$ cat src/rtl/dbgu_pkg.sv
package dbgu_pkg;
  // word indices of the implemented registers
  localparam int unsigned W_CTRL  = 0;
  localparam int unsigned W_MODE  = 1;
  localparam int unsigned W_IEN   = 2;
  localparam int unsigned W_IDIS  = 3;
  localparam int unsigned W_MASK  = 4;
  localparam int unsigned W_STAT  = 5;
  localparam int unsigned W_RHOLD = 6;
  localparam int unsigned W_THOLD = 7;
  localparam int unsigned W_BAUD  = 8;

  // status and control bit positions
  localparam int unsigned ST_RXRDY   = 0;
  localparam int unsigned ST_TXRDY   = 1;
  localparam int unsigned ST_TXEMPTY = 9;
  localparam int unsigned CT_TXON    = 6;
  localparam int unsigned CT_TXOFF   = 7;

  typedef enum logic [3:0] {
    RS_NONE, RS_CTRL, RS_MODE, RS_IEN, RS_IDIS, RS_MASK,
    RS_STAT, RS_RHOLD, RS_THOLD, RS_BAUD
  } reg_sel_e;
endpackage

$ cat src/rtl/dbgu_tx_timer.sv
module dbgu_tx_timer #(
  parameter int unsigned LAT = 10
) (
  input  logic clk,
  input  logic rst_n,
  input  logic start,
  output logic done
);
  localparam int unsigned CW = $clog2(LAT + 1);

  logic [CW-1:0] cnt_q, cnt_d;
  logic          busy_q, busy_d;

  always_comb begin
    cnt_d  = cnt_q;
    busy_d = busy_q;
    done   = 1'b0;
    if (start) begin
      busy_d = 1'b1;
      cnt_d  = CW'(LAT - 1);
    end else if (busy_q) begin
      if (cnt_q == '0) begin
        busy_d = 1'b0;
        done   = 1'b1;
      end else begin
        cnt_d = cnt_q - 1'b1;
      end
    end
  end

  always_ff @(posedge clk or negedge rst_n) begin
    if (!rst_n) begin
      cnt_q  <= '0;
      busy_q <= 1'b0;
    end else begin
      cnt_q  <= cnt_d;
      busy_q <= busy_d;
    end
  end
endmodule

$ cat src/rtl/dbgu_rx_hold.sv
module dbgu_rx_hold #(
  parameter int unsigned CHAR_W = 8
) (
  input  logic              clk,
  input  logic              rst_n,
  input  logic              in_valid,
  input  logic [CHAR_W-1:0] in_data,
  input  logic              consume,
  output logic              full,
  output logic [CHAR_W-1:0] data
);
  logic              full_q, full_d, take;
  logic [CHAR_W-1:0] data_q;

  assign take = in_valid & ~full_q;

  always_comb begin
    full_d = full_q;
    if (consume) full_d = 1'b0;
    if (take)    full_d = 1'b1;
  end

  always_ff @(posedge clk or negedge rst_n) begin
    if (!rst_n) begin
      full_q <= 1'b0;
      data_q <= '0;
    end else begin
      full_q <= full_d;
      if (take) data_q <= in_data;
    end
  end

  assign full = full_q;
  assign data = data_q;
endmodule

$ cat src/rtl/dbg_uart_regs.sv
module dbg_uart_regs
  import dbgu_pkg::*;
#(
  parameter int unsigned ADDR_W = 8,
  parameter int unsigned DATA_W = 32,
  parameter int unsigned CHAR_W = 8,
  parameter int unsigned TX_LAT = 10
) (
  input  logic              clk,
  input  logic              rst_n,
  input  logic              bus_sel,
  input  logic              bus_wr,
  input  logic [ADDR_W-1:0] bus_addr,
  input  logic [DATA_W-1:0] bus_wdata,
  output logic [DATA_W-1:0] bus_rdata,
  output logic [CHAR_W-1:0] tx_data,
  output logic              tx_valid,
  input  logic [CHAR_W-1:0] rx_data,
  input  logic              rx_valid,
  output logic              rx_ready,
  output logic              irq
);
  localparam int unsigned WIDX_W = ADDR_W - 2;
  localparam int unsigned PAD_W  = DATA_W - CHAR_W;

  // reset: asserted asynchronously, released after two clock edges
  logic [1:0] rst_sync_q;
  logic       rst_int_n;
  always_ff @(posedge clk or negedge rst_n) begin
    if (!rst_n) rst_sync_q <= 2'b00;
    else        rst_sync_q <= {rst_sync_q[0], 1'b1};
  end
  assign rst_int_n = rst_sync_q[1];

  // address decode
  logic [WIDX_W-1:0] widx;
  reg_sel_e          rsel;
  logic              wr_en, rd_en;
  assign widx  = bus_addr[ADDR_W-1:2];
  assign wr_en = bus_sel & bus_wr;
  assign rd_en = bus_sel & ~bus_wr;

  always_comb begin
    rsel = RS_NONE;
    if (bus_addr[1:0] == 2'b00) begin
      case (widx)
        WIDX_W'(W_CTRL):  rsel = RS_CTRL;
        WIDX_W'(W_MODE):  rsel = RS_MODE;
        WIDX_W'(W_IEN):   rsel = RS_IEN;
        WIDX_W'(W_IDIS):  rsel = RS_IDIS;
        WIDX_W'(W_MASK):  rsel = RS_MASK;
        WIDX_W'(W_STAT):  rsel = RS_STAT;
        WIDX_W'(W_RHOLD): rsel = RS_RHOLD;
        WIDX_W'(W_THOLD): rsel = RS_THOLD;
        WIDX_W'(W_BAUD):  rsel = RS_BAUD;
        default:          rsel = RS_NONE;
      endcase
    end
  end

  logic ctrl_we, mode_we, baud_we, ien_we, idis_we, thr_we, rhr_re;
  assign ctrl_we = wr_en & (rsel == RS_CTRL);
  assign mode_we = wr_en & (rsel == RS_MODE);
  assign baud_we = wr_en & (rsel == RS_BAUD);
  assign ien_we  = wr_en & (rsel == RS_IEN);
  assign idis_we = wr_en & (rsel == RS_IDIS);
  assign thr_we  = wr_en & (rsel == RS_THOLD);
  assign rhr_re  = rd_en & (rsel == RS_RHOLD);

  // state
  logic [DATA_W-1:0] ctrl_q, mode_q, baud_q, mask_q, mask_d;
  logic [CHAR_W-1:0] thr_q;
  logic              tx_idle_q, tx_idle_d, txv_q;
  logic              tx_done, rx_full;
  logic [CHAR_W-1:0] rx_byte;
  logic [DATA_W-1:0] stat;

  dbgu_tx_timer #(.LAT(TX_LAT)) u_txt (
    .clk(clk), .rst_n(rst_int_n), .start(thr_we), .done(tx_done)
  );

  dbgu_rx_hold #(.CHAR_W(CHAR_W)) u_rxh (
    .clk(clk), .rst_n(rst_int_n), .in_valid(rx_valid), .in_data(rx_data),
    .consume(rhr_re), .full(rx_full), .data(rx_byte)
  );

  // next state: later statements take precedence
  always_comb begin
    tx_idle_d = tx_idle_q;
    if (tx_done)                     tx_idle_d = 1'b1;
    if (ctrl_we && bus_wdata[CT_TXON])  tx_idle_d = 1'b1;
    if (ctrl_we && bus_wdata[CT_TXOFF]) tx_idle_d = 1'b0;
    if (thr_we)                      tx_idle_d = 1'b0;

    mask_d = mask_q;
    if (ien_we)  mask_d = mask_q | bus_wdata;
    if (idis_we) mask_d = mask_q & ~bus_wdata;
  end

  always_ff @(posedge clk or negedge rst_int_n) begin
    if (!rst_int_n) begin
      ctrl_q    <= '0;
      mode_q    <= '0;
      baud_q    <= '0;
      mask_q    <= '0;
      thr_q     <= '0;
      tx_idle_q <= 1'b1;
      txv_q     <= 1'b0;
    end else begin
      if (ctrl_we) ctrl_q <= bus_wdata;
      if (mode_we) mode_q <= bus_wdata;
      if (baud_we) baud_q <= bus_wdata;
      if (thr_we)  thr_q  <= bus_wdata[CHAR_W-1:0];
      mask_q    <= mask_d;
      tx_idle_q <= tx_idle_d;
      txv_q     <= thr_we;
    end
  end

  always_comb begin
    stat             = '0;
    stat[ST_RXRDY]   = rx_full;
    stat[ST_TXRDY]   = tx_idle_q;
    stat[ST_TXEMPTY] = tx_idle_q;
  end

  // read mux
  always_comb begin
    bus_rdata = '0;
    if (rd_en) begin
      case (rsel)
        RS_CTRL:  bus_rdata = ctrl_q;
        RS_MODE:  bus_rdata = mode_q;
        RS_MASK:  bus_rdata = mask_q;
        RS_STAT:  bus_rdata = stat;
        RS_RHOLD: bus_rdata = {{PAD_W{1'b0}}, rx_byte};
        RS_THOLD: bus_rdata = {{PAD_W{1'b0}}, thr_q};
        RS_BAUD:  bus_rdata = baud_q;
        default:  bus_rdata = '0;
      endcase
    end
  end

  assign tx_data  = thr_q;
  assign tx_valid = txv_q;
  assign rx_ready = ~rx_full;
  assign irq      = |(mask_q & stat);
endmodule

$ cat config.mk
export PLATFORM = sky130hd
export DESIGN_NAME = dbg_uart_regs
export DESIGN_NICKNAME = d
export VERILOG_FILES = /design/src/rtl/dbgu_pkg.sv /design/src/rtl/dbgu_tx_timer.sv /design/src/rtl/dbgu_rx_hold.sv /design/src/rtl/dbg_uart_regs.sv
export SDC_FILE = /design/constraint.sdc
export NUM_CORES = 1
export LEC_CHECK = 0
export ABC_CLOCK_PERIOD_IN_PS = 11400
export BUFFER_PORTS_ARGS = -buffer_cell sky130_fd_sc_hd__buf_2
export CORE_MARGIN = 2
export CORE_UTILIZATION = 60
export CTS_BUF_LIST = sky130_fd_sc_hd__clkbuf_8
export DETAILED_ROUTE_END_ITERATION = 10
export GPL_TIMING_DRIVEN = 1
export PLACE_DENSITY = 0.93
export SYNTH_ARGS = -nofsm -noshare
export SYNTH_HDL_FRONTEND = slang
export SYNTH_SLANG_ARGS = --single-unit
$ cat constraint.sdc
create_clock -name clk -period 11.4 [get_ports clk]
set_input_delay 3.42 -clock clk [delete_from_list [all_inputs] [get_ports clk]]
set_output_delay 3.42 -clock clk [all_outputs]
set_load 0.005 [all_outputs]
# Word level (Yosys, flattened, before mapping)
# Memories as Yosys holds them, arrays and structs flattened.
# Index checks and enable logic that the tools add are counted.
classes:
  n_addsub: 1
  n_eq_ne: 10
  mux: 21
  n_bitwise: 16
  n_reduce_logical: 11
op_table:
  columns: ["cell", "count"]
  rows:
  - ["32-bit case mux with 7 select lines", 1]
  - ["32-bit 2-to-1 mux", 3]
  - ["32-bit by 10-bit AND with 32-bit output", 1]
  - ["32-bit AND", 1]
  - ["32-bit inverter", 1]
  - ["32-bit bitwise OR", 1]
  - ["32-bit OR reduction", 1]
  - ["4-bit 2-to-1 mux", 5]
  - ["4-bit by 3-bit equality test with 1-bit output, second input constant", 4]
  - ["1-bit 2-to-1 mux", 12]
  - ["1-bit AND", 10]
  - ["4-bit by 2-bit equality test with 1-bit output, second input constant", 2]
  - ["4-bit equality test, second input constant", 2]
  - ["2-bit nonzero test", 3]
  - ["4-bit by 1-bit equality test with 1-bit output, second input constant", 1]
  - ["2-bit zero test", 2]
  - ["4-bit zero test", 1]
  - ["4-bit nonzero test", 1]
  - ["4-bit by 1-bit subtractor with 4-bit output, second input constant", 1]
  - ["1-bit logical AND", 2]
  - ["2-bit inequality test, second input constant", 1]
  - ["1-bit inverter", 2]
  - ["2-bit AND reduction", 1]
totals:
  reg_bits: 154
  mem_bits_ro: 64
  inputBits: 53
  out_inout_bits: 43
  word_cells: 72
  n_memories: 1
mem_list:
  columns: ["memory", "words", "word_bits", "rd", "rd_ports_with_merged_regs", "write_ports", "line_no", "rtl"]
  rows:
  - ["(no name shown)", 16, 4, 1, 0, 0, "dbg_uart_regs.sv:46", "case (widx)"]

# Depth between registers and ports, before layout
logic_depth:
  depth_word: 10
  mapped_depth: 11
  depth_no_buf: 7

# By module
# A second synthesis with hierarchy kept.
unflattened:
  cells_unflattened: 595
  hier_area_um2: 7287.0
by_module_without_submodules:
  columns: ["module", "instances", "cells_each", "area_per_inst_um2", "seq_area_each_um2"]
  rows:
  - ["dbg_uart_regs", 1, 547, 6637.6, 3504.6]
  - ["dbgu_rx_hold", 1, 21, 374.1, 225.2]
  - ["dbgu_tx_timer", 1, 27, 275.3, 125.1]

# Worst setup path before layout
# Ideal clock, no wire load.
synth_timing:
  kind: "input to output"
  startpoint: "input port bus_addr[2]"
  endpoint: "output port bus_rdata[25]"
  arrival_time_ps: 5159
  required_time_ps: 7980
  setup_slack_ps: 2821
  path_stages: 11
  path_buffers: 4
  cell_sequence: "inv_1 -> ha_1 -> buf_2 -> and2_1 -> clkbuf_1 -> clkbuf_1 -> buf_1 -> a22oi_1 -> nor2_1 -> a21oi_1 -> a21oi_1"
synth_between:
  elab_chain_len: 6
  word_cells_on_any_way: 12
  cone_classes: "eq/ne (7); mux (4); memory (1)"
synth_lines:
  columns: ["item", "line_no", "rtl"]
  rows:
  - ["start, declared", "dbg_uart_regs.sv:13", "input logic [ADDR_W-1:0] bus_addr,"]
  - ["memory read 16 x 4 bit (*)", null, null]
  - ["4-bit 2-to-1 mux (*)", "dbg_uart_regs.sv:46", null]
  - ["4-bit 2-to-1 mux (*)", "dbg_uart_regs.sv:45", "if (bus_addr[1:0] == 2'b00) begin"]
  - ["4-bit equality test (tied with other cells)", "dbg_uart_regs.sv:131", "case (rsel)"]
  - ["32-bit case mux with 7 select lines (*)", "dbg_uart_regs.sv:131", null]
  - ["32-bit 2-to-1 mux (*)", "dbg_uart_regs.sv:130", "if (rd_en) begin"]
  - ["end, declared", "dbg_uart_regs.sv:15", "output logic [DATA_W-1:0] bus_rdata,"]
# Mark *: on every way between the ends. The rest lies on a longest branch, timed or not.

# Worst setup path in the final report
layout_timing:
  startpoint: "input port bus_addr[2]"
  endpoint: "output port bus_rdata[22]"
# The elaborated chain is that of the path after synthesis.

==> flow_summary.yaml <==
status:
  status: "completed"
synthesis:
  syn_nets: 715
  synth_warnings: 0
  syn_inst: 657
  ys_types: 53
  synthAdderAreaFrac: 0.008191
  synth_ff_type: "dfrtp_1"
  synth-seq-cells: 154
  synthSimpleGateAreaFrac: 0.09125
  syn-cell-area_um2: 7637
  seq_area_frac_synth: 0.5048
  synth-compound-area-share: 0.1460
  synthXorXnorAreaFrac: 0.003440
  syn_avg_cell_area_um2: 11.62
  synth-edff-count: 0
  synth_top_family_by_area: "multiplexers"
  ys_async_sr_fraction: 1.000
  synth.area.mux_share: 0.2036
sta:
  fin_crit_sh: 0.8778
  max_freq_mhz: 99.93
  slew_violations: 0
  relSlewSlack: 0.1706
  period_needed_ns: 10.01
  finalSetupViolations: 0
  tightest_slew_ns: 1.244
  finalSetupTns_ns: 0
  rsz0062_at_grt: "no"
  hold_viol_final: 0
  skew_ns: 0.01350
layout:
  most-common-layout-cells: "dfrtp_1 (152), a21oi_1 (119), buf_2 (95)"
  fin_util: 0.6853
  area.growth.synth_to_final_pct: 12.32
  layout_commonest_cell: "dfrtp_1"
  design_area_um2: 8578
  final_nets: 794
  diodes: 0
  drive_gt1_frac: 0.3391
cts:
  cts_tree: "built"
  cts-buffers-inserted: 17
  cts_sinks: 154
  cts_setup_buffers: 0
  worstSkewPairLatency_ns: 0.47
  cts-root-buf: "clkbuf_8"
  cts.repair.resized: 0
  clockBufferDepth: 2
  htreeDepth: 4
  cts_hold_buf: 0
  clkTransAtPathRegs_ns: 0.08
routing:
  via_per_inst: 6.271
  drtPass1Iterations: 5
  drtIter0Drc: 681
  final_antenna_net_count: 0
  num_vias: 5776
  drc: 0
  drt_wl_total_mm: 19.35
  post_drt_wl_per_cell_um: 21.01
grt:
  grt_pass1_wl_mm: 30.55
  overflow: 0
  grt_max_degree: 83
  grt_pass1_vias: 5865
  gr-usage-all-layers: 0.2948
  antenna_found_initial: 1
floorplanning:
  coreArea_um2: 12520
  start_util: 0.6102
  fp.dieArea_um2: 13650
  die_y_um: 116.8
  die_x_um: 116.8
  rows: 41
  io_pins: 96
setup_path:
  end_kind: "primary output"
  arrival_ns: 6.59
  crit_buf_inv: 4
  crit_family: "simple AND/OR/NAND/NOR gates"
  crit_required_ns: 7.98
  worst_path_max_delay_cell: "nor2b_1"
  critical-path-max-stage-delay_ns: 0.82
  cp_common_cell: "buf_2"
  crit_chain: "buf_2 -> inv_1 -> ha_1 -> nor2b_1 -> a31oi_1 -> nand2_1 -> buf_4 -> a21oi_1 -> buf_2"
  startpoint_type: "input pin"
  cp_max_fo: 18
  worstSetupPathType: "input pin to primary output"
power_and_ir_drop:
  ir_worst_vdd_mv: 0.07181
  p_total_mw: 1.206
  power_density_nw_per_um2: 140.6
  swShare: 0.2655
  power.internal_mw: 0.8858
  p_leak_nw: 4.177
  p_seq_frac: 0.515
  pwr-share-clk: 0.384
  p_switching_mw: 0.3202
  power_frac_comb: 0.101
placement:
  io_buffers: 95
  hpwl_mm: 12.11
  placed_area_um2: 8133
  gp_routability_congestion: 0.9530
run:
  drv_cap: 0
worst_hold_path:
  hold_path.class: "register to register"
==> routing by layer <==
metal	part of all wire	track usage
met5	0.00067	0
met4	0.038	0.1412
met3	0.086	0.07981
met2	0.47	0.4613
met1	0.41	0.3851
==> final cells by class <==
| class | instances | area (um2) |
|---|---|---|
| Timing Repair Buffer | 106 | 558.0 |
| Sequential cell | 154 | 3859 |
| Tap cell | 172 | 215.2 |
| Fill cell | 848 | 3939 |
| Multi-Input combinational cell | 451 | 3478 |
| Inverter | 6 | 22.52 |
| Clock inverter | 14 | 197.7 |
| Clock buffer | 18 | 247.7 |
==> cells in the mapped netlist (all sizes together) (4+ instances only) <==
library cell | number | area [um2]
a31oi | 5 | 31.28
nor2 | 37 | 141.4
inv | 6 | 22.52
a22o | 5 | 43.79
ha | 5 | 62.56
mux2 | 104 | 1505
nand3 | 8 | 57.56
a22oi | 35 | 262.8
or3 | 5 | 31.28
clkbuf | 22 | 82.58
nand2 | 66 | 247.7
dfrtp | 153 | 3829
buf | 24 | 217.7
nand2b | 4 | 25.02
mux2i | 5 | 50.05
nor3 | 5 | 25.02
and2 | 4 | 25.02
a21oi | 119 | 595.6
==> cells by family after synthesis <==
kind of cell / Yosys count
AO/OA/AOI/OAI: 186
XOR/XNOR: 3
adder cells (fa/ha/maj): 5
buffers and inverters: 52
flip-flops: 154
multiplexers: 109
other: 1
AND/OR/NAND/NOR: 147
==> final timing paths <==
kind,slack (ns),startpoint,cells past startpoint,endpoint
worst max-delay path,1.39,bus_addr[2],9,bus_rdata[22]
worst min-delay path,0.36,rst_sync_q[0],0,rst_sync_q[1]
worst max register to register,9.41,rst_sync_q[1],1,ctrl_q[19]
worst min register to register,0.36,rst_sync_q[0],0,rst_sync_q[1]
max in group asynchronous,8.57,rst_n,1,rst_sync_q[1]
min in group asynchronous,0.54,rst_sync_q[1],0,ctrl_q[4]
==> power by group through the flow <==
stage | clock [mW] | sequential [mW] | combinational (mW)
2_1_floorplan | 0 | 0.620 | 0.0775
4_1_cts | 0.464 | 0.621 | 0.121
5_1_grt | 0.491 | 0.626 | 0.133
3_3_place_gp | 0 | 0.626 | 0.110
3_5_place_dp | 0 | 0.630 | 0.119
6_report | 0.463 | 0.621 | 0.121
==> stage by stage <==
step	hold WS [ns]	setup WS, ns	instances
detailed placement	0.3378	1.649	889
floorplan	0.3312	2.821	657
finish	0.3579	1.393	921
CTS	0.3658	1.565	921
global route	0.3812	1.317	921
global placement	0.3360	1.706	889
Power figures use the tool's default switching activity.
